## src/rtl/cfgseq_pkg.sv

```systemverilog
package cfgseq_pkg;

  localparam int IO_SLOTS  = 3;
  localparam int IO_W      = 16;
  localparam int IRQ_SLOTS = 2;
  localparam int IRQ_W     = 4;
  localparam int DMA_SLOTS = 2;
  localparam int DMA_W     = 3;

  localparam logic [7:0] IDX_EXIT = 8'h79;
  localparam logic [7:0] IDX_CSN  = 8'h06;
  localparam logic [7:0] IDX_LDEV = 8'h15;
  localparam logic [7:0] IDX_IO0  = 8'h47;
  localparam logic [7:0] IDX_IO1  = 8'h48;
  localparam logic [7:0] IDX_IO2  = 8'h42;
  localparam logic [7:0] IDX_IRQ0 = 8'h22;
  localparam logic [7:0] IDX_IRQ1 = 8'h27;
  localparam logic [7:0] IDX_DMA0 = 8'h2A;
  localparam logic [7:0] IDX_DMA1 = 8'h25;
  localparam logic [7:0] IDX_ACT  = 8'h33;

  typedef enum logic [1:0] {
    SQ_LOCKED   = 2'd0,
    SQ_INDEX    = 2'd1,
    SQ_VALUE    = 2'd2,
    SQ_VALUE_LO = 2'd3
  } sq_state_e;

  typedef struct packed {
    logic [7:0]                      dev;
    logic [IO_SLOTS-1:0][IO_W-1:0]   io;
    logic [IRQ_SLOTS-1:0][IRQ_W-1:0] irq;
    logic [DMA_SLOTS-1:0][DMA_W-1:0] dma;
    logic                            active;
  } dev_rec_t;

  // Unlock byte n: fixed first byte, then a right-shift chain seeded with 0x35
  // whose new top bit is the XOR of the two lowest bits.
  function automatic logic [7:0] key_byte(input int unsigned n);
    logic [7:0] b;
    if (n == 0) return 8'h96;
    b = 8'h35;
    for (int unsigned i = 1; i < n; i++) b = {b[0] ^ b[1], b[7:1]};
    return b;
  endfunction

  // I/O base slot addressed by an index byte; 3 means none.
  function automatic logic [1:0] io_slot(input logic [7:0] idx);
    case (idx)
      IDX_IO0: return 2'd0;
      IDX_IO1: return 2'd1;
      IDX_IO2: return 2'd2;
      default: return 2'd3;
    endcase
  endfunction

endpackage

```

## src/rtl/cfgseq_key_match.sv

```systemverilog
module cfgseq_key_match #(
  parameter int KEY_LEN = 32,
  localparam int POS_W = $clog2(KEY_LEN)
) (
  input  logic       clk,
  input  logic       rst_n,
  input  logic       clear,
  input  logic       byte_en,
  input  logic [7:0] byte_in,
  output logic       key_done
);

  logic [7:0] key_tbl [KEY_LEN];

  for (genvar g = 0; g < KEY_LEN; g++) begin : g_key
    assign key_tbl[g] = cfgseq_pkg::key_byte(g);
  end

  logic [POS_W-1:0] pos_q, pos_d;
  logic             pos_en;
  logic             hit;

  always_comb begin
    hit      = (byte_in == key_tbl[pos_q]);
    pos_d    = pos_q;
    key_done = 1'b0;
    pos_en   = clear | byte_en;
    if (clear) begin
      pos_d = '0;
    end else if (byte_en) begin
      if (!hit) begin
        pos_d = '0;
      end else if (pos_q == POS_W'(KEY_LEN - 1)) begin
        pos_d    = '0;
        key_done = 1'b1;
      end else begin
        pos_d = pos_q + 1'b1;
      end
    end
  end

  always_ff @(posedge clk or negedge rst_n) begin
    if (!rst_n)      pos_q <= '0;
    else if (pos_en) pos_q <= pos_d;
  end

endmodule

```

## src/rtl/cfgseq_fsm.sv

```systemverilog
module cfgseq_fsm
  import cfgseq_pkg::*;
(
  input  logic       clk,
  input  logic       rst_n,
  input  logic       clear,
  input  logic       wr_en,
  input  logic [7:0] wr_data,
  input  logic       key_done,
  output sq_state_e  state_q,
  output logic [7:0] idx_q
);

  sq_state_e  state_d;
  logic [7:0] idx_d;
  logic       st_en;

  always_comb begin
    state_d = state_q;
    idx_d   = idx_q;
    st_en   = clear | wr_en;
    if (clear) begin
      state_d = SQ_LOCKED;
    end else if (wr_en) begin
      case (state_q)
        SQ_LOCKED: if (key_done) state_d = SQ_INDEX;
        SQ_INDEX: begin
          if (wr_data == IDX_EXIT) begin
            state_d = SQ_LOCKED;
          end else begin
            idx_d   = wr_data;
            state_d = SQ_VALUE;
          end
        end
        SQ_VALUE:    state_d = (io_slot(idx_q) != 2'd3) ? SQ_VALUE_LO : SQ_INDEX;
        SQ_VALUE_LO: state_d = SQ_INDEX;
        default:     state_d = SQ_LOCKED;
      endcase
    end
  end

  always_ff @(posedge clk or negedge rst_n) begin
    if (!rst_n) begin
      state_q <= SQ_LOCKED;
      idx_q   <= '0;
    end else if (st_en) begin
      state_q <= state_d;
      idx_q   <= idx_d;
    end
  end

endmodule

```

## src/rtl/cfgseq_record.sv

```systemverilog
module cfgseq_record
  import cfgseq_pkg::*;
(
  input  logic       clk,
  input  logic       rst_n,
  input  logic       clear,
  input  logic       wr_en,
  input  logic [7:0] wr_data,
  input  sq_state_e  state_q,
  input  logic [7:0] idx_q,
  output logic       commit_valid,
  output dev_rec_t   commit_rec,
  output logic       csn_valid,
  output logic [7:0] csn_value
);

  dev_rec_t   rec_q, rec_d, crec_q;
  logic       vld_q, vld_d;
  logic       cv_q, cv_d, crec_ld;
  logic       csnv_q, csnv_d, csn_ld;
  logic [7:0] csn_q;
  logic [1:0] slot;

  always_comb begin
    rec_d   = rec_q;
    vld_d   = vld_q;
    cv_d    = 1'b0;
    crec_ld = 1'b0;
    csnv_d  = 1'b0;
    csn_ld  = 1'b0;
    slot    = io_slot(idx_q);
    if (clear) begin
      vld_d = 1'b0;
    end else if (wr_en) begin
      case (state_q)
        SQ_INDEX: begin
          if (wr_data == IDX_EXIT) begin
            cv_d    = vld_q;
            crec_ld = vld_q;
            vld_d   = 1'b0;
          end
        end
        SQ_VALUE: begin
          if (idx_q == IDX_CSN) begin
            csnv_d = 1'b1;
            csn_ld = 1'b1;
          end else if (idx_q == IDX_LDEV) begin
            if (vld_q) begin
              cv_d    = 1'b1;
              crec_ld = 1'b1;
            end else begin
              rec_d = '0;
            end
            rec_d.dev = wr_data;
            vld_d     = 1'b1;
          end else if (vld_q) begin
            for (int s = 0; s < IO_SLOTS; s++)
              if (slot == 2'(s)) rec_d.io[s] = {wr_data, 8'h00};
            case (idx_q)
              IDX_IRQ0: rec_d.irq[0] = wr_data[IRQ_W-1:0];
              IDX_IRQ1: rec_d.irq[1] = wr_data[IRQ_W-1:0];
              IDX_DMA0: rec_d.dma[0] = wr_data[DMA_W-1:0];
              IDX_DMA1: rec_d.dma[1] = wr_data[DMA_W-1:0];
              IDX_ACT:  rec_d.active = wr_data[0];
              default:  ;
            endcase
          end
        end
        SQ_VALUE_LO: begin
          if (vld_q)
            for (int s = 0; s < IO_SLOTS; s++)
              if (slot == 2'(s)) rec_d.io[s][7:0] = wr_data;
        end
        default: ;
      endcase
    end
  end

  always_ff @(posedge clk or negedge rst_n) begin
    if (!rst_n) begin
      rec_q  <= '0;
      vld_q  <= 1'b0;
      cv_q   <= 1'b0;
      csnv_q <= 1'b0;
    end else begin
      rec_q  <= rec_d;
      vld_q  <= vld_d;
      cv_q   <= cv_d;
      csnv_q <= csnv_d;
    end
  end

  always_ff @(posedge clk or negedge rst_n) begin
    if (!rst_n)       crec_q <= '0;
    else if (crec_ld) crec_q <= rec_q;
  end

  always_ff @(posedge clk or negedge rst_n) begin
    if (!rst_n)      csn_q <= '0;
    else if (csn_ld) csn_q <= wr_data;
  end

  assign commit_valid = cv_q;
  assign commit_rec   = crec_q;
  assign csn_valid    = csnv_q;
  assign csn_value    = csn_q;

endmodule

```

## src/rtl/cfg_unlock_seq.sv

```systemverilog
module cfg_unlock_seq
  import cfgseq_pkg::*;
#(
  parameter int KEY_LEN = 32
) (
  input  logic        clk,
  input  logic        rst_n,
  input  logic        key_lock,
  input  logic        wr_en,
  input  logic [7:0]  wr_data,
  output logic        cfg_mode,
  output logic        csn_valid,
  output logic [7:0]  csn_value,
  output logic        commit_valid,
  output logic [7:0]  commit_dev,
  output logic [15:0] commit_io0,
  output logic [15:0] commit_io1,
  output logic [15:0] commit_io2,
  output logic [3:0]  commit_irq0,
  output logic [3:0]  commit_irq1,
  output logic [2:0]  commit_dma0,
  output logic [2:0]  commit_dma1,
  output logic        commit_active
);

  logic [1:0] rst_sync_q;
  logic       rst_core_n;

  always_ff @(posedge clk or negedge rst_n) begin
    if (!rst_n) rst_sync_q <= 2'b00;
    else        rst_sync_q <= {rst_sync_q[0], 1'b1};
  end
  assign rst_core_n = rst_sync_q[1];

  sq_state_e  state_q;
  logic [7:0] idx_q;
  logic       key_done;
  logic       key_en;
  dev_rec_t   crec;

  assign key_en = wr_en & (state_q == SQ_LOCKED);

  cfgseq_key_match #(.KEY_LEN(KEY_LEN)) u_key (
    .clk      (clk),
    .rst_n    (rst_core_n),
    .clear    (key_lock),
    .byte_en  (key_en),
    .byte_in  (wr_data),
    .key_done (key_done)
  );

  cfgseq_fsm u_fsm (
    .clk      (clk),
    .rst_n    (rst_core_n),
    .clear    (key_lock),
    .wr_en    (wr_en),
    .wr_data  (wr_data),
    .key_done (key_done),
    .state_q  (state_q),
    .idx_q    (idx_q)
  );

  cfgseq_record u_rec (
    .clk          (clk),
    .rst_n        (rst_core_n),
    .clear        (key_lock),
    .wr_en        (wr_en),
    .wr_data      (wr_data),
    .state_q      (state_q),
    .idx_q        (idx_q),
    .commit_valid (commit_valid),
    .commit_rec   (crec),
    .csn_valid    (csn_valid),
    .csn_value    (csn_value)
  );

  assign cfg_mode      = (state_q != SQ_LOCKED);
  assign commit_dev    = crec.dev;
  assign commit_io0    = crec.io[0];
  assign commit_io1    = crec.io[1];
  assign commit_io2    = crec.io[2];
  assign commit_irq0   = crec.irq[0];
  assign commit_irq1   = crec.irq[1];
  assign commit_dma0   = crec.dma[0];
  assign commit_dma1   = crec.dma[1];
  assign commit_active = crec.active;

endmodule

```

## config.mk

```make
export PLATFORM = sky130hd
export DESIGN_NAME = cfg_unlock_seq
export DESIGN_NICKNAME = d
export VERILOG_FILES = /design/src/rtl/cfgseq_pkg.sv /design/src/rtl/cfgseq_key_match.sv /design/src/rtl/cfgseq_fsm.sv /design/src/rtl/cfgseq_record.sv /design/src/rtl/cfg_unlock_seq.sv
export SDC_FILE = /design/constraint.sdc
export NUM_CORES = 1
export LEC_CHECK = 0
export BUFFER_PORTS_ARGS = -buffer_cell sky130_fd_sc_hd__buf_2
export CORE_ASPECT_RATIO = 0.9
export CORE_UTILIZATION = 50
export CTS_CLUSTER_DIAMETER = 80
export DETAILED_ROUTE_END_ITERATION = 6
export PLACE_DENSITY = 0.79
export SLEW_MARGIN = 20
export SYNTH_ARGS = -nofsm -noshare
export SYNTH_HDL_FRONTEND = slang
export SYNTH_SLANG_ARGS = --single-unit
```

## constraint.sdc

```tcl
create_clock -name clk -period 7.3 [get_ports clk]
set_input_delay 1.46 -clock clk [delete_from_list [all_inputs] [get_ports clk]]
set_output_delay 1.46 -clock clk [all_outputs]
set_load 0.01 [all_outputs]
```

Yosys cells after proc, flatten, opt, wreduce, memory -nomap -nowiden --
Memory sizes are Yosys's and may differ from the RTL's. Index checks and enable logic that the tools add are counted.
Operators by class: add/subtract/negate cells 1, multipliers 0, div/mod/pow operators 0, $lt $le $gt $ge 1, eq/ne operators 34, shift operators 0, multiplexer cells 58, bitwise logic cells 7, reduce and logical (&&, ||, !) cells 32
Operator list (number):
- 63-bit two-way mux | 3
- 8-bit two-way mux | 8
- 7-bit AND reduction | 8
- 55-bit two-way mux | 1
- 16-bit two-way mux | 3
- 8-bit one-hot mux with 2 select lines | 3
- 8-bit by 6-bit == test with 1-bit output, second input constant | 5
- 8-bit by 7-bit == test with 1-bit output, second input constant | 4
- 9-bit AND reduction | 3
- 2-bit nonzero test | 13
- 1-bit two-way mux | 20
- 5-bit two-way mux | 4
- 2-bit two-way mux | 8
- 5-bit AND reduction | 3
- 3-bit by 1-bit inequality test with 1-bit output, second input constant | 4
- 3-bit inequality test, second input constant | 3
- 8-bit by 3-bit == test with 1-bit output, second input constant | 1
- 8-bit by 5-bit == test with 1-bit output, second input constant | 1
- 8-bit == test | 1
- 4-bit two-way mux | 2
- 2-bit by 1-bit inequality test with 1-bit output, second input constant | 4
- 2-bit one-hot mux with 4 select lines | 1
- 2-bit == test, second input constant | 3
- 6-bit >= comparator, second input constant | 1
- 16 further kinds | 26
Word-level totals: bits in registers 170, latch bits 0, memory bits (writable) 0, memory bits (read-only) 256, input bits 12, output and inout bits 82, logic and storage cells 163, memories 1
Memory list:
- (name not given) | words 32, width 8, rd ports 1, clocked after memory_dff 0, wr ports 0, RTL line cfgseq_key_match.sv:24 | hit = (byte_in == key_tbl[pos_q]);

Logic depth before layout (Yosys ltp) --
Gate-level depths: netlist of run 1.
depth in word-level cells 12, depth in mapped cells 12, depth with buffers taken out 10

By module --
A second synthesis of run 1 with hierarchy kept.
Second synthesis, totals: cell total of the unflattened synthesis 593, area, all modules 7877.6 µm²
Modules (own cells, without submodules):
- cfgseq_record | instances 1, cells an instance 423, area an instance 6216.0 µm², seq. area each 3828.7 µm²
- cfgseq_key_match | instances 1, cells an instance 125, area an instance 1044.8 µm², seq. area each 125.1 µm²
- cfgseq_fsm | instances 1, cells an instance 40, area an instance 549.3 µm², seq. area each 250.2 µm²
- cfg_unlock_seq | instances 1, cells an instance 5, area an instance 67.6 µm², seq. area each 50.0 µm²

Worst setup path after synthesis of run 1 --
Ideal clock, no wire load.
path kind input to register, from input wr_data[1], to register u_rec.crec_q (netlist bit u_rec.commit_rec[44]), setup time 0.125 ns, arrival 3.015 ns, required time 7.175 ns, setup slack 4.160 ns, stages on the path 8, buffers on the path 3, path through clkbuf_1 > nor4bb_1 > nand4_1 > o21ai_1 > and3_1 > buf_2 > buf_2 > mux2_2
On the way: cells in the longest elaborated chain, start to end 5
RTL lines:
- start, declared | RTL line cfg_unlock_seq.sv:10 | input logic [7:0] wr_data,
- 8-bit by 7-bit == test with 1-bit output | RTL line cfgseq_record.sv:37 | if (wr_data == IDX_EXIT) begin
- 1-bit two-way mux | RTL line cfgseq_record.sv:37
- 1-bit one-hot mux with 2 select lines | RTL line cfgseq_record.sv:35 | case (state_q)
- 1-bit two-way mux | RTL line cfgseq_record.sv:34 | end else if (wr_en) begin
- 1-bit two-way mux | RTL line cfgseq_record.sv:32 | if (clear) begin
- end signal, assigned | RTL line cfgseq_record.sv:95 | else if (crec_ld) crec_q <= rec_q;
- end, declared | RTL line cfgseq_record.sv:17 | dev_rec_t rec_q, rec_d, crec_q;
No other way between the ends. A chain may end at the register's enable or synchronous reset.

Worst setup path in the final report of run 1 --
from register u_fsm.idx_q[1], to register u_rec.crec_q (netlist bit u_rec.commit_rec[24])
On the way: cells in the longest elaborated chain, start to end 6, elaborated cells between the ends (all ways) 7, classes of those cells eq/ne: 2; mux: 5
RTL lines:
- start, declared | RTL line cfgseq_fsm.sv:11 | output logic [7:0] idx_q
- start signal, assigned | RTL line cfgseq_fsm.sv:48 | idx_q <= idx_d;
- 8-bit by 5-bit == test with 1-bit output | RTL line cfgseq_record.sv:47 | end else if (idx_q == IDX_LDEV) begin
- 1-bit two-way mux | RTL line cfgseq_record.sv:47
- 1-bit two-way mux (*) | RTL line cfgseq_record.sv:44 | if (idx_q == IDX_CSN) begin
- 1-bit one-hot mux with 2 select lines (*) | RTL line cfgseq_record.sv:35
- 1-bit two-way mux (*) | RTL line cfgseq_record.sv:34
- 1-bit two-way mux (*) | RTL line cfgseq_record.sv:32
Every way passes the cells marked *; elsewhere a longest branch is shown, timed or not.

==> results of run 1 <==
-- critical path, stage by stage (launching register included) --
cell and delay [ns]:
dfrtp_1 0.48, nor3_1 0.34, nand4b_2 0.46, inv_2 0.29, ha_1 0.24, nand3_1 0.08
o21ai_1 0.09, and3_2 0.19, buf_4 0.67, mux2_2 0.43
-- cell usage in the layout (no fill, tap or decap), types with 3 or more instances in the layout --
master and count:
nand3b_1 3, xnor2_1 8, o211ai_1 5, buf_2 93, mux4_2 3, dfrtp_1 169, clkbuf_16 17, inv_6 4
o21ai_1 8, nand3_1 10, xor2_1 4, a32o_1 3, o21ai_0 49, a21oi_1 12, mux2_1 42, buf_4 3
nor3_1 4, nor2_1 19, inv_1 14, ha_1 16, nand2b_1 4, and2_1 6, mux2i_1 6, nand2_1 82
mux2_2 70, nor2b_1 7
-- power by group through the flow --
stage | combinational [uW] | sequential, uW | clock [uW]
floorplan | 24.9 | 980 | 0
global placement | 46.7 | 975 | 0
detailed placement | 48.8 | 976 | 0
CTS | 49.6 | 958 | 917
global route | 54.6 | 959 | 952
finish | 49.4 | 958 | 903
-- per-layer routing --
| metal | wire, um | part of all wire, % | vias up | GRT usage (%) |
|---|---|---|---|---|
| met5 | 0 | 0 | - | 0 |
| met4 | 275 | 1.7 | 0 | 9.195 |
| met3 | 888 | 5.4 | 26 | 4.689 |
| met2 | 7859 | 47 | 182 | 35.36 |
| met1 | 7529 | 45 | 2641 | 30.32 |
| li1 | - | - | 2356 | - |
-- cell families after synthesis --
logic type	count (synthesis)	synth area share, %
flops	170	55.46
simple gates	157	10.28
mux	121	18.11
compound gates	99	7.961
buf+inv	52	3.948
xor+xnor	13	1.582
other cells	1	0.04889
fa+ha+maj	16	2.610
-- layout make-up --
| cell class | instances | area [um^2] | share of cell area [%] |
|---|---|---|---|
| Sequential cell | 170 | 4258 | 48.57 |
| Tap cell | 198 | 247.7 | 2.826 |
| Timing Repair Buffer | 96 | 488.0 | 5.566 |
| Clock inverter | 14 | 160.2 | 1.827 |
| Inverter | 16 | 60.06 | 0.6850 |
| Clock buffer | 18 | 439.2 | 5.009 |
| Multi-Input combinational cell | 407 | 3114 | 35.52 |
-- per-stage QoR --
step	utilization, %	setup slack (ns)	cell area, um^2	hold WS [ns]	power (uW)
global route	59.16	3.584	8767	0.3721	1966
detailed placement	55.12	3.504	8168	0.3478	1025
global placement	55.12	3.570	8168	0.3381	1021
finish	59.16	3.813	8767	0.3585	1911
floorplan	-	2.212	7670	0.3312	1005
CTS	59.16	3.868	8767	0.3614	1925
-- state kept, by name, summed over array words and instances, names as in the netlist --
signal              count
u_key.pos_q             5
u_rec.commit_rec       71
rst_sync_q              2
u_rec.rec_q            71
u_rec.commit_valid      1
u_fsm.idx_q             8
u_rec.csn_valid         1
u_rec.csn_value         8
u_rec.vld_q             1
u_fsm.state_q           2
-- worst paths after layout --
| check | from | endpoint | depth (start not counted) |
|---|---|---|---|
| max reg2reg | u_fsm.idx_q[1] | u_rec.commit_rec[24] | 9 |
| max | u_fsm.idx_q[1] | u_rec.commit_rec[24] | 9 |
| min in group asynchronous | rst_sync_q[1] | u_rec.commit_rec[28] | 0 |
| max in group asynchronous | rst_sync_q[1] | u_rec.rec_q[44] | 1 |
| min reg2reg | rst_sync_q[0] | rst_sync_q[1] | 0 |
| min | rst_sync_q[0] | rst_sync_q[1] | 0 |
==> flow_summary_export.csv, run 1 <==
group,metric,value,unit
clocking,htreeDepth,4,
logic_synthesis,synthTopCellsByArea,"dfrtp_1, mux2_2, mux2_1",
grt,grt_start_max_net_pins,73,
sta,slew_headroom,29.81,%
critical_path,endpoint_kind,"flip-flop",
logic_synthesis,yosys.area.top_type,"dfrtp_1",
power,pwr-share-clk,47.3,%
clocking,cts.repair.resized,0,
clocking,clk_path_buf_depth,2,
critical_path,r2r_setup_slack,3.81,ns
clocking,clock_sinks,170,
critical_path,crit_required,7.60,ns
power,max-vdd-ir-drop,0.0001841,V
route,drtPass1Iterations,5,
cells_and_area,fillers,1189,
power,power_switching_share,22.51,%
outcome,status,"finished, final reports clean",
logic_synthesis,synth_top_area_share,55.46,%
power,pwr-share-comb,2.6,%
cells_and_area,drive_above_1_share,29.82,%
route,drtAntennaViolNets,0,
sta,finalSetupTns,0,ns
placement,dp_cells,887,
sta,period_share,47.76,%
power,power_leakage,0.004466,uW
sta,fin_crit,3.487,ns
logic_synthesis,synth_area,0.007670,mm^2
cells_and_area,area_growth,14.31,%
clocking,numCtsBuffers,17,
floorplan,core,0.01482,mm^2
hold_path,hold_path.class,"reg -> reg",
placement,place_hpwl,11590,um
logic_synthesis,syn_avg_cell_area,12.19,um^2
sta,final-setup-viol-count,0,
sta,fmax,286.8,MHz
placement,io_buffers,93,
route,avgViaCountPerCell,5.664,
placement,gp_congestion,0.8671,
floorplan,ios,94,
grt,overflow,0,
critical_path,cp_max_fo,72,
floorplan,die_y,119.5,um
logic_synthesis,yosys_register_bits,170,
sta,hold_viol_final,0,
cells_and_area,instances_no_fill,919,
clocking,clk_latency,0.43,ns
sta,worstMarginPinSlew,1.046,ns
sta,rsz0062_at_grt,"false",
power,powerDensity,218.0,mW/mm^2
clocking,postCtsHoldBufs,0,
logic_synthesis,syn_nets,657,
sta,fin_skew,0.01287,ns
critical_path,worstSetupStartpointType,"flip-flop",
power,seqPwrFrac,50.1,%
logic_synthesis,synth_edf_count,0,
clocking,cts_setup_buffers,0,
route,vias,5205,
logic_synthesis,synthTopCellsByCount,"dfrtp_1, nand2_1, mux2_2",
logic_synthesis,synth_cells,629,
route,wl_per_cell,18.01,um
logic_synthesis,ys_types,66,
logic_synthesis,yosysSeqAreaShare,55.46,%
grt,antenna_found_initial,0,
grt,grt_usage,22.39,%
route,first_iter_violations,380,
cells_and_area,final_nets,736,
critical_path,crit_type,"reg -> reg",
cells_and_area,diodes,0,
clocking,cts_tree,"built",
power,net-switching-power,430.1,uW
floorplan,start_util,51.76,%
sta,final_max_slew_viol_count,0,
clocking,clk_pin_slew_worst_paths,0.06,ns
route,drc,0,
logic_synthesis,yosysMostFrequentCell,"dfrtp_1",
logic_synthesis,ys_warn_count,0,
clocking,root_buffer,"clkbuf_16",
job,max_cap_violations,0,
floorplan,rows,42,
power,internal-power,1481,uW
logic_synthesis,synth_ff_type,"dfrtp_1",
floorplan,fp.dieW,132.6,um
logic_synthesis,async_flop_share,100.0,%
route,wirelength,16550,um
critical_path,arrival,3.79,ns
grt,grt_pass1_vias,5152,
grt,grt_pass1_wl,27280,um
floorplan,dieArea,0.01584,mm^2
No activity file was read; power rests on OpenSTA's default activity.
==> run 2, diff against run 1 <==
==> constraint.sdc (replaced) <==
create_clock -name clk -period 3.54 [get_ports clk]
set_input_delay 0.708 -clock clk [delete_from_list [all_inputs] [get_ports clk]]
set_output_delay 0.708 -clock clk [all_outputs]
set_load 0.01 [all_outputs]
==> run 2 against run 1 <==
Compared with the run above: die area is the same; utilization increased by 0.46 points; routed wire length barely moved; non-clock buffer count is 4 higher; worst hold slack got worse by 0.30 ns; clock-buffer cell count rose by 2; critical endpoint is now u_fsm.state_q[1].
==> flow_summary_export.csv, run 2 (synthesis results as in run 1) <==
group,metric,value,unit
critical_path,crit_type,"reg -> reg",
power,powerDensity,452.6,mW/mm^2
clocking,clk_path_buf_depth,2,
critical_path,endpoint_kind,"flip-flop",
placement,dp_cells,891,
floorplan,fp.dieW,132.6,um
power,internal-power,3138,uW
sta,slew_headroom,30.81,%
route,vias,5192,
power,power_switching_share,21.53,%
power,max-vdd-ir-drop,0.0003259,V
grt,grt_pass1_wl,26970,um
sta,timing.hold.ws,0.05400,ns
sta,period_share,83.92,%
floorplan,die_y,119.5,um
sta,worstMarginPinSlew,1.031,ns
route,drtPass1Iterations,5,
clocking,cts.repair.resized,0,
clocking,htreeDepth,4,
clocking,clock_sinks,170,
sta,fin_skew,0.006932,ns
clocking,clk_latency,0.43,ns
cells_and_area,final_nets,740,
sta,fin_ws,0.5692,ns
sta,rsz0062_at_grt,"false",
cells_and_area,drive_above_1_share,30.34,%
placement,gp_congestion,0.8605,
power,finalPower,3999,uW
route,first_iter_violations,328,
clocking,cts_setup_buffers,0,
route,avgViaCountPerCell,5.625,
floorplan,rows,42,
clocking,clk_pin_slew_worst_paths,0.06,ns
sta,finalSetupTns,0,ns
cells_and_area,area_growth,15.20,%
placement,io_buffers,93,
route,drc,0,
grt,grt_usage,22.30,%
power,seqPwrFrac,49.4,%
clocking,root_buffer,"clkbuf_16",
critical_path,arrival,3.32,ns
power,power_leakage,0.004495,uW
placement,place_hpwl,11660,um
clocking,postCtsHoldBufs,0,
sta,fmax,336.6,MHz
job,max_cap_violations,0,
placement,pre_cts_ws,0.5820,ns
route,wl_per_cell,17.95,um
route,drtAntennaViolNets,0,
critical_path,cp_max_fo,17,
critical_path,worstSetupStartpointType,"flip-flop",
outcome,status,"finished, final reports clean",
cells_and_area,instances_no_fill,923,
clocking,numCtsBuffers,17,
cells_and_area,layout_common_cells,"dfrtp_1, buf_2, nand2_1",
sta,final-setup-viol-count,0,
grt,grt_start_max_net_pins,64,
grt,overflow,0,
critical_path,crit_required,3.89,ns
floorplan,dieArea,0.01584,mm^2
cells_and_area,mostFrequentLayoutCell,"dfrtp_1",
clocking,cts_tree,"built",
power,pwr-share-clk,48.0,%
hold_path,hold_path.class,"in -> async",
grt,antenna_found_initial,0,
sta,hold_viol_final,0,
grt,grt_pass1_vias,5103,
floorplan,ios,94,
cells_and_area,diodes,0,
floorplan,start_util,51.76,%
sta,final_max_slew_viol_count,0,
power,pwr-share-comb,2.5,%
sta,fin_crit,2.971,ns
floorplan,core,0.01482,mm^2
route,wirelength,16570,um
power,net-switching-power,861.1,uW
[run 2: changes by cell type in the layout (fill, tap and decap cells not counted), sizes merged]
cell	before	now
buf	96	100
inv	22	20
bufinv	2	3
clkinv	4	3
clkbuf	18	20
[run 2: cell type report]
type,instances,area [um^2]
clock inverter,12,161.4
inverter,16,60.06
clock buffer,20,456.7
multi-input combinational,407,3122
sequential,170,4258
fill,1178,5983
timing repair buffer,100,530.5
tap,198,247.7
[run 2: final timing paths]
check	startpoint	to	slack (ns)	cells after the start
min	rst_n	rst_sync_q[1]	0.05	1
max in group asynchronous	rst_sync_q[1]	u_rec.commit_rec[20]	2.19	1
max reg2reg	u_key.pos_q[0]	u_fsm.state_q[1]	0.57	8
max	u_key.pos_q[0]	u_fsm.state_q[1]	0.57	8
min in group clk	rst_sync_q[0]	rst_sync_q[1]	0.35	0
min reg2reg	rst_sync_q[0]	rst_sync_q[1]	0.35	0
[run 2: metal layers]
layer / vias to the layer above / track usage [%] / wire length, um
li1: 2383 / - / -
met4: 0 / 7.759 / 254
met3: 24 / 5.492 / 1023
met5: - / 0 / 0
met1: 2600 / 29.73 / 7248
met2: 185 / 35.76 / 8038
[run 2: per-stage QoR]
| step | util [%] | instance area (um^2) |
|---|---|---|
| finish | 59.63 | 8836 |
| global route | 59.63 | 8836 |
| CTS | 59.57 | 8828 |
| detailed placement | 55.40 | 8210 |
| global placement | 55.40 | 8210 |
| floorplan | - | 7671 |
[run 2: power by group through the flow]
stage,clock [uW],combinational [uW],sequential [uW]
floorplan,0,51.3,2020
finish,1920,101,1980
CTS,1960,102,1980
detailed placement,0,101,2010
global route,2030,113,1980
global placement,0,97.6,2010
[run 2: critical path, cell delays in order, from the launching register on]
cell	delay, ns
dfrtp_1	0.65
inv_1	0.20
ha_1	0.27
nand2b_1	0.16
a21boi_0	0.15
mux4_2	0.48
xor2_1	0.19
nor4_4	0.52
mux2i_1	0.25
==> run 3, diff against run 2 <==
--- a/config.mk
+++ b/config.mk
@@ -5,12 +5,13 @@
 export SDC_FILE = /design/constraint.sdc
 export NUM_CORES = 1
 export LEC_CHECK = 0
+export ABC_AREA = 1
 export BUFFER_PORTS_ARGS = -buffer_cell sky130_fd_sc_hd__buf_2
 export CORE_ASPECT_RATIO = 0.9
 export CORE_UTILIZATION = 50
 export CTS_CLUSTER_DIAMETER = 80
 export DETAILED_ROUTE_END_ITERATION = 6
-export PLACE_DENSITY = 0.79
+export PLACE_DENSITY = 0.82
 export SLEW_MARGIN = 20
 export SYNTH_ARGS = -nofsm -noshare
 export SYNTH_HDL_FRONTEND = slang
==> constraint.sdc (replaced) <==
create_clock -name clk -period 2.7 [get_ports clk]
set_input_delay 0.54 -clock clk [delete_from_list [all_inputs] [get_ports clk]]
set_output_delay 0.54 -clock clk [all_outputs]
set_load 0.01 [all_outputs]
==> run 3 against run 2 <==
Compared with the run above: largest power group unchanged; non-clock buffer count up 6; synthesized cell count up 44%; via count up 20%; routed wire length up 7.0%; worst setup slack worse by 0.28 ns; clock power up 28%; cell count up 31%; total power up 43%; critical path type unchanged.
==> flow_summary_export.csv, run 3 <==
group,metric,value,unit
outcome,status,"finished, final reports clean",
clocking,cts.repair.resized,0,
floorplan,fp.dieW,131.2,um
critical_path,r2r_cells,11,
logic_synthesis,yosys_register_bits,170,
logic_synthesis,synth_edf_count,0,
route,first_iter_violations,576,
logic_synthesis,synthTopCellsByArea,"dfrtp_1, nand2_1, o21ai_0",
placement,pre_cts_ws,0.3412,ns
floorplan,start_util,51.09,%
clocking,clock_sinks,170,
route,avgViaCountPerCell,5.159,
critical_path,critPathMaxStageDelay,0.40,ns
clocking,clk_latency,0.43,ns
logic_synthesis,yosysMostFrequentCell,"nand2_1",
clocking,root_buffer,"clkbuf_16",
logic_synthesis,yosys.area.top_type,"dfrtp_1",
critical_path,crit_type,"reg -> reg",
sta,rsz0062_at_grt,"false",
cells_and_area,layout_common_cells,"nand2_1, dfrtp_1, o21ai_0",
logic_synthesis,syn_nets,934,
critical_path,crit_top_cell,"nand2_1",
sta,worstMarginPinSlew,0.7119,ns
critical_path,worstPathCellList,"inv_1 -> nand2_1 -> nor3_2 -> nand4_2 -> ha_1 -> nor2_1 -> nand2_2 -> nor3_4 -> nand2_1 -> nand2_1 -> o21ai_0",
critical_path,cp_top_family,"simple AND/OR/NAND/NOR gates",
sta,slew_headroom,52.54,%
critical_path,arrival,2.71,ns
cells_and_area,drive_above_1_share,15.03,%
floorplan,die_y,118.3,um
clocking,htreeDepth,4,
sta,final_max_slew_viol_count,0,
grt,overflow,0,
hold_path,hold_path.class,"reg -> async",
power,power_switching_share,26.36,%
route,wl_per_cell,14.66,um
critical_path,crit_required,2.99,ns
sta,finalSetupTns,0,ns
route,vias,6237,
power,pwr-share-clk,42.7,%
critical_path,worstSetupStartpointType,"flip-flop",
floorplan,core,0.01471,mm^2
logic_synthesis,async_flop_share,100.0,%
sta,fin_ws,0.2848,ns
critical_path,cp_max_fo,16,
route,wirelength,17720,um
power,max-vdd-ir-drop,0.0004914,V
critical_path,crit-reg2reg-launch,"u_fsm.idx_q[3]",
clocking,clk_path_buf_depth,2,
clocking,numCtsBuffers,17,
sta,period_share,89.45,%
critical_path,r2r_setup_slack,0.28,ns
cells_and_area,mostFrequentLayoutCell,"nand2_1",
sta,fmax,414.0,MHz
logic_synthesis,ys_warn_count,0,
floorplan,ios,94,
logic_synthesis,yosysSeqAreaShare,56.59,%
logic_synthesis,ys_types,34,
power,powerDensity,651.3,mW/mm^2
clocking,cts_tree,"built",
grt,grt_pass1_vias,6064,
sta,fin_crit,2.415,ns
grt,antenna_found_initial,0,
grt,grt_usage,24.59,%
cells_and_area,diodes,0,
route,drc,0,
power,net-switching-power,1511,uW
clocking,clk_pin_slew_worst_paths,0.07,ns
floorplan,dieArea,0.01553,mm^2
logic_synthesis,synth_area,0.007517,mm^2
cells_and_area,final_nets,1026,
sta,final-setup-viol-count,0,
floorplan,rows,42,
power,seqPwrFrac,47.7,%
cells_and_area,area_growth,17.08,%
placement,io_buffers,93,
logic_synthesis,synth_cells,906,
sta,fin_skew,0.009626,ns
critical_path,endpoint_kind,"flip-flop",
power,power_leakage,0.004833,uW
placement,place_hpwl,12230,um
job,max_cap_violations,0,
logic_synthesis,synth_top_area_share,56.59,%
logic_synthesis,synthTopCellsByCount,"nand2_1, dfrtp_1, o21ai_0",
power,internal-power,4221,uW
route,drtAntennaViolNets,0,
sta,hold_viol_final,0,
logic_synthesis,synth_ff_type,"dfrtp_1",
route,drtPass1Iterations,7,
critical_path,cp.buffers_inverters,1,
power,pwr-share-comb,9.6,%
grt,grt_start_max_net_pins,72,
grt,grt_pass1_wl,30090,um
logic_synthesis,syn_avg_cell_area,8.297,um^2
placement,gp_congestion,0.8890,
critical_path,cp_slowest_cell,"dfrtp_1",
critical_path,r2r_end,"u_rec.rec_q[29]",
## run 3: changes by cell type after synthesis, moves of 6 or more
cell	previous run	this run
a21oi_1	12	6
inv_1	14	37
nand2_1	82	437
mux2_2	70	0
nor2b_1	7	0
and2_1	6	0
xnor2_1	8	0
mux2_1	42	0
mux2i_1	6	0
nand3_1	10	48
o21ai_0	49	98
## run 3: layout make-up
cell class / count / area, um^2
Clock inverter: 12 / 137.6
Sequential cell: 170 / 4258
Timing Repair Buffer: 106 / 603.1
Inverter: 42 / 157.7
Clock buffer: 20 / 456.7
Tap cell: 198 / 247.7
Multi-Input combinational cell: 661 / 2940
Fill cell: 1271 / 5913
## run 3: metrics by stage
stage | utilization, % | instances | hold WS (ns) | power [uW] | cell area, um^2
global route | 59.81 | 1209 | 0.2961 | 5963 | 8801
global placement | 55.71 | 1176 | 0.2686 | 3295 | 8197
finish | 59.81 | 1209 | 0.2558 | 5732 | 8801
CTS | 59.81 | 1209 | 0.2738 | 5754 | 8801
floorplan | - | 906 | 0.2444 | 3140 | 7521
detailed placement | 55.71 | 1176 | 0.2692 | 3314 | 8197
## run 3: cells by family after synthesis
family	count (synthesis)	synth area share (%)
other cells	1	0.04989
buf+inv	75	4.411
simple gates	530	28.41
fa+ha+maj	16	2.663
flops	170	56.59
compound gates	114	7.873
## run 3: worst register-to-register path: stages, from the launching register on
cell and delay, ns:
dfrtp_1 0.40, inv_1 0.09, nand2_1 0.12, nor3_2 0.20, nand4_2 0.15, ha_1 0.23
nor2_1 0.12, nand2_2 0.10, nor3_4 0.26, nand2_1 0.36, nand2_1 0.16, o21ai_0 0.10
## run 3: worst max path at each step
stage,from,end,cells after the start
after global routing,u_fsm.idx_q[3],u_rec.commit_rec[60],13
after detailed placement,u_fsm.idx_q[3],u_rec.commit_rec[61],13
after global placement,u_key.pos_q[0],u_key.pos_q[0],14
final,u_fsm.idx_q[3],u_rec.rec_q[29],11
after floorplan,u_fsm.idx_q[3],u_rec.rec_q[36],13
after CTS,u_fsm.idx_q[3],u_rec.commit_rec[60],13
## run 3: power by group through the flow
stage	clock [uW]	combinational, uW	sequential (uW)
floorplan	0	356	2780
global placement	0	520	2770
detailed placement	0	535	2780
CTS	2480	543	2730
global route	2600	619	2750
finish	2450	549	2740
## run 3: repair_timing
item / CTS / global route
buffers inserted: 0 / 0
hold buffers: 1 / 0
endpoints found under the hold margin: 2 / 0
## run 3: metal layers
metal	share of wire (%)	wire (um)	vias up	track usage (%)
met1	46	8130	2921	33.87
met5	0	0	-	0
met3	6.3	1118	41	5.706
met2	45	8012	210	37.27
li1	-	-	3065	-
met4	2.6	461	0	10.81
